`src/rtl/arx_pkg.sv`:
```
package arx_pkg;

    localparam int CHAR_W = 8;

    localparam logic [1:0] RATE_X1  = 2'b00;
    localparam logic [1:0] RATE_LO  = 2'b01;
    localparam logic [1:0] RATE_HI  = 2'b10;
    localparam logic [1:0] RATE_RST = 2'b11;

    typedef enum logic [2:0] {
        ST_IDLE,
        ST_START,
        ST_DATA,
        ST_PARITY,
        ST_STOP1,
        ST_STOP2
    } rx_state_e;

    typedef struct packed {
        logic eight_bits;
        logic par_en;
        logic par_odd;
        logic two_stop;
    } frame_cfg_t;

    typedef struct packed {
        logic [CHAR_W-1:0] data;
        logic              frame_err;
        logic              par_err;
    } rx_char_t;

endpackage

```
`src/rtl/arx_sync.sv`:
```
module arx_sync #(
    parameter int STAGES = 2
) (
    input  logic clk,
    input  logic rst_n,
    input  logic rxd_in,
    input  logic rxc_in,
    output logic rxd_s,
    output logic tick
);

    logic [STAGES-1:0] d_q;
    logic [STAGES-1:0] c_q;
    logic              c_last;

    always_ff @(posedge clk or negedge rst_n) begin
        if (!rst_n) begin
            d_q    <= '1;
            c_q    <= '0;
            c_last <= 1'b0;
        end else begin
            d_q    <= {d_q[STAGES-2:0], rxd_in};
            c_q    <= {c_q[STAGES-2:0], rxc_in};
            c_last <= c_q[STAGES-1];
        end
    end

    assign rxd_s = d_q[STAGES-1];
    assign tick  = c_q[STAGES-1] & ~c_last;

endmodule

```
`src/rtl/arx_frame_decode.sv`:
```
module arx_frame_decode
    import arx_pkg::*;
(
    input  logic [2:0]  word_sel,
    output frame_cfg_t  cfg
);

    always_comb begin
        cfg = '0;
        unique case (word_sel)
            3'b000: cfg = '{eight_bits: 1'b0, par_en: 1'b1, par_odd: 1'b0, two_stop: 1'b1};
            3'b001: cfg = '{eight_bits: 1'b0, par_en: 1'b1, par_odd: 1'b1, two_stop: 1'b1};
            3'b010: cfg = '{eight_bits: 1'b0, par_en: 1'b1, par_odd: 1'b0, two_stop: 1'b0};
            3'b011: cfg = '{eight_bits: 1'b0, par_en: 1'b1, par_odd: 1'b1, two_stop: 1'b0};
            3'b100: cfg = '{eight_bits: 1'b1, par_en: 1'b0, par_odd: 1'b0, two_stop: 1'b1};
            3'b101: cfg = '{eight_bits: 1'b1, par_en: 1'b0, par_odd: 1'b0, two_stop: 1'b0};
            3'b110: cfg = '{eight_bits: 1'b1, par_en: 1'b1, par_odd: 1'b0, two_stop: 1'b0};
            3'b111: cfg = '{eight_bits: 1'b1, par_en: 1'b1, par_odd: 1'b1, two_stop: 1'b0};
            default: cfg = '0;
        endcase
    end

endmodule

```
`src/rtl/arx_bit_fsm.sv`:
```
module arx_bit_fsm
    import arx_pkg::*;
#(
    parameter int SLOW_DIV   = 16,
    parameter int SLOWER_DIV = 64
) (
    input  logic        clk,
    input  logic        rst_n,
    input  logic        hold,
    input  logic        tick,
    input  logic        rxd,
    input  logic [1:0]  div_sel,
    input  frame_cfg_t  cfg,
    output logic        done,
    output rx_char_t    chr
);

    localparam int PH_W = $clog2(SLOWER_DIV);

    rx_state_e          state, state_n;
    logic [PH_W-1:0]    ph;
    logic [PH_W-1:0]    bit_last;
    logic [PH_W-1:0]    half_last;
    logic [2:0]         bit_cnt;
    logic [2:0]         last_data;
    logic [CHAR_W-1:0]  sr;
    logic               par_acc;
    logic               pe_q;
    logic               at_bit;

    // rate decode: phase count at which a bit is sampled
    always_comb begin
        bit_last  = '0;
        half_last = '0;
        unique case (div_sel)
            RATE_X1: begin
                bit_last  = '0;
                half_last = '0;
            end
            RATE_LO: begin
                bit_last  = PH_W'(SLOW_DIV - 1);
                half_last = PH_W'(SLOW_DIV / 2 - 1);
            end
            default: begin
                bit_last  = PH_W'(SLOWER_DIV - 1);
                half_last = PH_W'(SLOWER_DIV / 2 - 1);
            end
        endcase
    end

    assign at_bit    = (ph == bit_last);
    assign last_data = cfg.eight_bits ? 3'd7 : 3'd6;

    // state register
    always_ff @(posedge clk or negedge rst_n) begin
        if (!rst_n) begin
            state <= ST_IDLE;
        end else if (hold) begin
            state <= ST_IDLE;
        end else begin
            state <= state_n;
        end
    end

    // transitions
    always_comb begin
        state_n = state;
        if (tick) begin
            unique case (state)
                ST_IDLE: begin
                    if (!rxd) begin
                        state_n = (div_sel == RATE_X1) ? ST_DATA : ST_START;
                    end
                end
                ST_START: begin
                    if (ph == half_last) begin
                        state_n = rxd ? ST_IDLE : ST_DATA;
                    end
                end
                ST_DATA: begin
                    if (at_bit && (bit_cnt == last_data)) begin
                        state_n = cfg.par_en ? ST_PARITY : ST_STOP1;
                    end
                end
                ST_PARITY: begin
                    if (at_bit) begin
                        state_n = ST_STOP1;
                    end
                end
                ST_STOP1: begin
                    if (at_bit) begin
                        state_n = cfg.two_stop ? ST_STOP2 : ST_IDLE;
                    end
                end
                ST_STOP2: begin
                    if (at_bit) begin
                        state_n = ST_IDLE;
                    end
                end
                default: state_n = ST_IDLE;
            endcase
        end
    end

    // datapath and outputs
    always_ff @(posedge clk or negedge rst_n) begin
        if (!rst_n) begin
            ph      <= '0;
            bit_cnt <= '0;
            sr      <= '0;
            par_acc <= 1'b0;
            pe_q    <= 1'b0;
            done    <= 1'b0;
            chr     <= '0;
        end else if (hold) begin
            ph      <= '0;
            bit_cnt <= '0;
            sr      <= '0;
            par_acc <= 1'b0;
            pe_q    <= 1'b0;
            done    <= 1'b0;
            chr     <= '0;
        end else begin
            done <= 1'b0;
            if (tick) begin
                unique case (state)
                    ST_IDLE: begin
                        ph      <= '0;
                        bit_cnt <= '0;
                        par_acc <= 1'b0;
                        pe_q    <= 1'b0;
                    end
                    ST_START: begin
                        ph <= (ph == half_last) ? '0 : ph + 1'b1;
                    end
                    ST_DATA: begin
                        ph <= at_bit ? '0 : ph + 1'b1;
                        if (at_bit) begin
                            sr      <= {rxd, sr[CHAR_W-1:1]};
                            par_acc <= par_acc ^ rxd;
                            bit_cnt <= bit_cnt + 1'b1;
                        end
                    end
                    ST_PARITY: begin
                        ph <= at_bit ? '0 : ph + 1'b1;
                        if (at_bit) begin
                            pe_q <= ((par_acc ^ rxd) != cfg.par_odd);
                        end
                    end
                    ST_STOP1: begin
                        ph <= at_bit ? '0 : ph + 1'b1;
                        if (at_bit) begin
                            done          <= 1'b1;
                            chr.data      <= cfg.eight_bits ? sr : {1'b0, sr[CHAR_W-1:1]};
                            chr.frame_err <= ~rxd;
                            chr.par_err   <= cfg.par_en & pe_q;
                        end
                    end
                    ST_STOP2: begin
                        ph <= at_bit ? '0 : ph + 1'b1;
                    end
                    default: ph <= '0;
                endcase
            end
        end
    end

    AST_DONE_PULSE: assert property (@(posedge clk) disable iff (!rst_n || hold)
        done |=> !done);

    AST_DONE_FROM_STOP: assert property (@(posedge clk) disable iff (!rst_n || hold)
        $rose(done) |-> ($past(state) == ST_STOP1));

    AST_NOPAR_CLEAN: assert property (@(posedge clk) disable iff (!rst_n || hold)
        (done && !cfg.par_en) |-> !chr.par_err);

    AST_HOLD_IDLE: assert property (@(posedge clk) disable iff (!rst_n)
        hold |=> (state == ST_IDLE));

endmodule

```
`src/rtl/arx_holding.sv`:
```
module arx_holding
    import arx_pkg::*;
(
    input  logic              clk,
    input  logic              rst_n,
    input  logic              hold,
    input  logic              done,
    input  rx_char_t          chr,
    input  logic              rd_stb,
    output logic [CHAR_W-1:0] data_q,
    output logic              full_q,
    output logic              fe_q,
    output logic              pe_q,
    output logic              vis_q
);

    logic              pend_q;
    logic              full_n, pend_n, vis_n, fe_n, pe_n;
    logic [CHAR_W-1:0] data_n;

    always_comb begin
        full_n = full_q;
        pend_n = pend_q;
        vis_n  = vis_q;
        fe_n   = fe_q;
        pe_n   = pe_q;
        data_n = data_q;
        if (rd_stb) begin
            if (pend_q) begin
                pend_n = 1'b0;
                vis_n  = 1'b1;
            end else begin
                full_n = 1'b0;
                vis_n  = 1'b0;
                fe_n   = 1'b0;
                pe_n   = 1'b0;
            end
        end
        if (done) begin
            if (full_n) begin
                if (!vis_n) begin
                    pend_n = 1'b1;
                end
            end else begin
                full_n = 1'b1;
                data_n = chr.data;
                fe_n   = chr.frame_err;
                pe_n   = chr.par_err;
            end
        end
    end

    always_ff @(posedge clk or negedge rst_n) begin
        if (!rst_n) begin
            full_q <= 1'b0;
            pend_q <= 1'b0;
            vis_q  <= 1'b0;
            fe_q   <= 1'b0;
            pe_q   <= 1'b0;
            data_q <= '0;
        end else if (hold) begin
            full_q <= 1'b0;
            pend_q <= 1'b0;
            vis_q  <= 1'b0;
            fe_q   <= 1'b0;
            pe_q   <= 1'b0;
            data_q <= '0;
        end else begin
            full_q <= full_n;
            pend_q <= pend_n;
            vis_q  <= vis_n;
            fe_q   <= fe_n;
            pe_q   <= pe_n;
            data_q <= data_n;
        end
    end

    AST_OVR_KEEPS_FULL: assert property (@(posedge clk) disable iff (!rst_n || hold)
        vis_q |-> full_q);

    AST_OVR_AFTER_READ: assert property (@(posedge clk) disable iff (!rst_n || hold)
        $rose(vis_q) |-> $past(rd_stb));

    AST_DATA_KEPT: assert property (@(posedge clk) disable iff (!rst_n || hold)
        (full_q && done && !rd_stb) |=> $stable(data_q));

    AST_READ_EMPTIES: assert property (@(posedge clk) disable iff (!rst_n || hold)
        (rd_stb && !pend_q && !done) |=> !full_q);

    AST_DONE_FILLS: assert property (@(posedge clk) disable iff (!rst_n || hold)
        done |=> full_q);

endmodule

```
`src/rtl/async_rx.sv`:
```
module async_rx
    import arx_pkg::*;
#(
    parameter int SLOW_DIV    = 16,
    parameter int SLOWER_DIV  = 64,
    parameter int SYNC_STAGES = 2
) (
    input  logic              clk,
    input  logic              rst_n,
    input  logic              rxd,
    input  logic              rxc,
    input  logic [1:0]        div_sel,
    input  logic [2:0]        word_sel,
    input  logic              rd_stb,
    input  logic              carrier_lost,
    output logic [CHAR_W-1:0] rx_data,
    output logic              rx_full,
    output logic              frame_err,
    output logic              par_err,
    output logic              overrun
);

    logic       hold;
    logic       rxd_s;
    logic       tick;
    logic       done;
    logic       full_raw;
    frame_cfg_t cfg;
    rx_char_t   chr;

    assign hold = (div_sel == RATE_RST);

    arx_sync #(.STAGES(SYNC_STAGES)) u_sync (
        .clk    (clk),
        .rst_n  (rst_n),
        .rxd_in (rxd),
        .rxc_in (rxc),
        .rxd_s  (rxd_s),
        .tick   (tick)
    );

    arx_frame_decode u_dec (
        .word_sel (word_sel),
        .cfg      (cfg)
    );

    arx_bit_fsm #(.SLOW_DIV(SLOW_DIV), .SLOWER_DIV(SLOWER_DIV)) u_fsm (
        .clk     (clk),
        .rst_n   (rst_n),
        .hold    (hold),
        .tick    (tick),
        .rxd     (rxd_s),
        .div_sel (div_sel),
        .cfg     (cfg),
        .done    (done),
        .chr     (chr)
    );

    arx_holding u_hold (
        .clk    (clk),
        .rst_n  (rst_n),
        .hold   (hold),
        .done   (done),
        .chr    (chr),
        .rd_stb (rd_stb),
        .data_q (rx_data),
        .full_q (full_raw),
        .fe_q   (frame_err),
        .pe_q   (par_err),
        .vis_q  (overrun)
    );

    assign rx_full = full_raw & ~carrier_lost;

    AST_SEVEN_BIT_MSB: assert property (@(posedge clk) disable iff (!rst_n || hold)
        (full_raw && !cfg.eight_bits) |-> (rx_data[CHAR_W-1] == 1'b0));

endmodule

```
`config.mk`:
```
export PLATFORM = sky130hd
export DESIGN_NAME = async_rx
export DESIGN_NICKNAME = d
export VERILOG_FILES = /design/src/rtl/arx_pkg.sv /design/src/rtl/arx_sync.sv /design/src/rtl/arx_frame_decode.sv /design/src/rtl/arx_bit_fsm.sv /design/src/rtl/arx_holding.sv /design/src/rtl/async_rx.sv
export SDC_FILE = /design/constraint.sdc
export NUM_CORES = 1
export LEC_CHECK = 0
export ABC_AREA = 1
export BUFFER_PORTS_ARGS = -buffer_cell sky130_fd_sc_hd__buf_2
export CAP_MARGIN = 10
export CORE_MARGIN = 2
export CORE_UTILIZATION = 54
export DETAILED_ROUTE_END_ITERATION = 12
export PLACE_DENSITY = 0.84
export SLEW_MARGIN = 15
export SYNTH_ARGS = -nofsm -noshare
export SYNTH_HDL_FRONTEND = slang
export SYNTH_SLANG_ARGS = --single-unit
export TNS_END_PERCENT = 100
```
`constraint.sdc`:
```
create_clock -name clk -period 1.25 [get_ports clk]
set_input_delay 0.0625 -clock clk [delete_from_list [all_inputs] [get_ports clk]]
set_output_delay 0.0625 -clock clk [all_outputs]
set_load 0.02 [all_outputs]
```
==> flow_results.org <==
** Timing
- Endpoints failing hold :: 0
- Based on the critical path, the design can be clocked at up to 684 MHz.
- Slew headroom :: 77.7%
- Setup violations remaining at the end of the flow were counted as 41.
- Final Max Slew Viols :: 0
- Clock skew after layout :: just under 0.009 ns
- Dividing the final minimum period by the clock period gives 117%.
- In the post-route analysis, the smallest setup slack over all paths is -0.212 ns.
- For the pin with the worst max-slew slack, the measured transition is around 0.33 ns.
- The worst path in the final design needs a cycle of 1.46 ns, including I/O delays and setup.
- Setup repair after global routing could not meet its margin everywhere.
- Hold Worst Slack :: just under 0.06 ns

** Critical path
- Endpoint type of the worst setup path :: flop
- Type of element launching the critical path :: flop
- Flop-to-flop setup slack :: -0.21 ns
- The worst setup path is of the reg2reg kind.
- At the worst endpoint, the required time is 1.45 ns.
- The startpoint identified for the worst register-to-register timing path is u_fsm.ph[1].
- Largest fanout of any net on the critical path :: 4
- Worst-case reg-to-reg path depth :: 9
- Destination of the worst register-to-register timing path :: u_fsm.pe_q
- STA puts the critical path data arrival time at 1.66 ns.

** Route
- Count of routing violations after the opening detailed-route iteration :: 165
- Antenna violation net count after detailed routing :: 0
- The routed design has ~6800 µm of wire.
- First drt pass iteration count :: 4
- DR vias :: 2479
- Per-cell via count in the routed design :: 5.26
- # DRC :: 0
- Routed wire per std cell :: 14.5 µm

** Run status
- Failing checks :: setup timing
- The flow ran to the end, but the final reports show violations.

** CTS
- Clock-pin slew reported for the worst setup and hold paths after clock tree synthesis :: 0.10 ns
- CTS tree :: done
- CTS saw just over 50 sinks.
- The H-tree was split into 2 levels.
- The longest clock path from root to sink contains 2 buffers.
- The cell sitting at the root of the clock tree is a clkbuf_8.
- Clock latency on the worst-skew pair, taken at its later pin, is ~0.31 ns.
- Clock buffer count from CTS :: 5

** Global route
- The first global-routing pass estimated 9840 µm of wire.
- Gr usage total :: 22.6%
- Pin count of the biggest net entering global routing :: 52
- Summed over all layers, the global routing overflow is 0.
- Vias in the first global route :: 2235
- The initial antenna violation count was 0.

** Floorplanning
- The die covers ~5700 µm².
- Chip Width :: 75.6 µm
- In this run the vertical extent of the chip is 75.6 µm.
- 23 I/O pins were placed.
- Initial core utilization :: 54.9%
- The floorplan has 26 rows.
- Floorplan core area :: 5040 µm²

** Placed design
- Detailed placement ended at an HPWL of about 4000 µm.
- Counting tap cells, the placed design contains a total of 447 instances.
- Input/output buffers :: 22
- At the end of routability-driven placement, the weighted congestion stood at between 0.9 and 1.

** Final layout
- Summing all flip-flop and latch instances after layout gives ~1300 µm².
- Net count of the finished layout :: 413
- Total area of multi-input combinational cells :: 1460 µm²
- Of the cells placed in the final design, the portion with a size suffix greater than 1 is 41.9%.
- The filler cells instantiated in the layout total 364.
- Compared with the post-synthesis result, the final layout area differs by 31.9%.
- The number of antenna diodes in the final layout is 0.
- Count of placed standard cells in the final layout, fillers left out :: 471

** Synthesis
- Number of synthesis warnings :: 0
- In this run, distinct cell masters in the synthesized netlist total 26.
- In this run the mean area of a mapped cell was 8.39 µm².
- By count the netlist is led by 67 x nand2_1, 49 x dfrtp_1, 35 x inv_1, 32 x nand3_1, 26 x nor2_1.
- nand2_1 is the most common cell in the netlist.
- In the synthesized netlist the dominant register cell turns out to be dfrtp_1.
- EDFF count, synth :: 0
- Top post-synthesis cells by area :: dfrtp_1 44%, nand2_1 9.1%, o21ai_2 6.3%
- Top-area cell type share of the netlist area :: ~44%
- Share of synthesized flip-flops with an asynchronous set or reset :: 100%
- Syn Inst Count :: 330
- Summing every instance area after synthesis gives roughly 2800 µm².
- Synthesis produced a netlist with a net count of 343.
- The share of the Yosys chip area taken by registers is 46.2%.
- Number of flip-flops and latches in the synthesized netlist :: 51
- Of all cell types, the one taking the most synthesized area is dfrtp_1.

** Worst hold path
- The worst hold path terminates at u_hold.pend_q.
- The worst hold path belongs to the class in2reg.
- Counting instances, the worst hold path has a depth of 4.
- Origin of the worst min-delay path :: rd_stb

** Power and ir drop
- Cell internal power was estimated by the tool at 3180 µW.
- Combinational logic burns a little under 40% of the power.
- For this design the static power due to leakage is 0.00177 µW.
- Net switching is just under 40% of the power.
- The worst-case IR drop observed on VDD is ~0.91 mV.
- The analysis attributes to net switching a power of 2050 µW.
- In this run the power density over the cells is 1430 nW/µm².
- The clock network accounts for between 15 and 20% of the total power.
- Part of the power in registers :: 40.8%

** Job
- Number of max-cap violations :: 0
## cell type report
| type | count | share of cell area, % |
|---|---|---|
| multi-input cells | 229 | 39.9 |
| inverters | 41 | 4.21 |
| well taps | 70 | 2.40 |
| repair buffers | 72 | 15.9 |
| clock inverters | 3 | 0.719 |
| flip-flops and latches | 51 | 35.0 |
| clock buffers | 5 | 1.88 |
## state kept, by name (all words and copies together) (netlist names), 2 cells and up
register,flops
u_sync.d_q,2
u_fsm.chr,10
u_fsm.ph,6
u_fsm.bit_cnt,3
u_fsm.sr,8
u_fsm.state,3
u_hold.data_q,8
u_sync.c_q,2
## critical path, cell delays in order, from the launching register on
cell	delay (ns)
dfrtp_1	0.43
nor2_1	0.13
nand3_1	0.12
nand2_4	0.11
nand3_4	0.10
buf_4	0.17
nand3_1	0.07
nand3_1	0.09
nand2_1	0.07
o21ai_0	0.07
## power groups by stage
stage,combinational [µW],clock (µW),sequential (µW)
after global placement,1720,0,2120
final,2080,1010,2130
after floorplan,1110,0,2160
after global routing,2280,1090,2170
after CTS,1980,1020,2110
after detailed placement,1780,0,2140
## metrics by stage
step                worst slack (ns)  area (µm²)  TNS [ns]  total power, µW  utilization (%)
global route                  -0.302        3650     -8.88             5540             72.5
floorplan                    -0.0679        2780     -1.02             3270                -
global placement              -0.121        3210     -2.35             3850             63.6
CTS                           -0.162        3450     -3.98             5100             68.4
detailed placement            -0.167        3210     -3.55             3920             63.6
finish                        -0.212        3650     -5.62             5230             72.5
## worst max-delay path by stage
stage                              start          endpoint  depth (start not counted)
after global placement       u_fsm.ph[4]      u_fsm.chr[7]                         10
after CTS                    u_fsm.ph[0]      u_fsm.chr[2]                          9
after global routing         u_fsm.ph[1]       u_fsm.sr[0]                          9
final                        u_fsm.ph[1]        u_fsm.pe_q                          9
after detailed placement  u_fsm.state[1]  u_fsm.bit_cnt[1]                          9
after floorplan              u_fsm.ph[2]      u_fsm.chr[5]                         10
## routing by layer
layer	track usage [%]	part of all wire (%)
met1	29.5	41
met4	7.41	1.6
met3	4.10	4.4
met5	0	0
met2	38.3	53
## kinds of logic (layout without fill, tap and decap cells)
kind of cell	Yosys count	in the layout	synth area share, %
xor+xnor	5	5	1.58
fa+ha+maj	2	2	0.903
compound gates	56	56	13.3
flops	51	51	46.2
buf+inv	51	121	8.36
simple gates	165	166	29.7
## cells in the final DEF, fill, tap and decap left out, drive strengths merged
master	count
nor3	3
ha	2
o22ai	2
clkinv	1
clkbuf	7
nor2	30
nand4	4
xor2	5
o21ai	44
dfrtp	49
a21oi	6
nand2	95
inv	43
dlygate4sd3	3
nand3	34
dfstp	2
o211ai	3
a21o	1
buf	67
## what timing repair did
item	4_1_cts	5_1_grt
endpoints found under the hold margin	53	0
gates resized for setup	18	33
setup buffers	5	4
pin swaps	10	8
hold buffers	3	0
gates cloned	1	3
endpoints found under the setup margin	32	42
No activity file was read; power rests on OpenSTA's default activity.
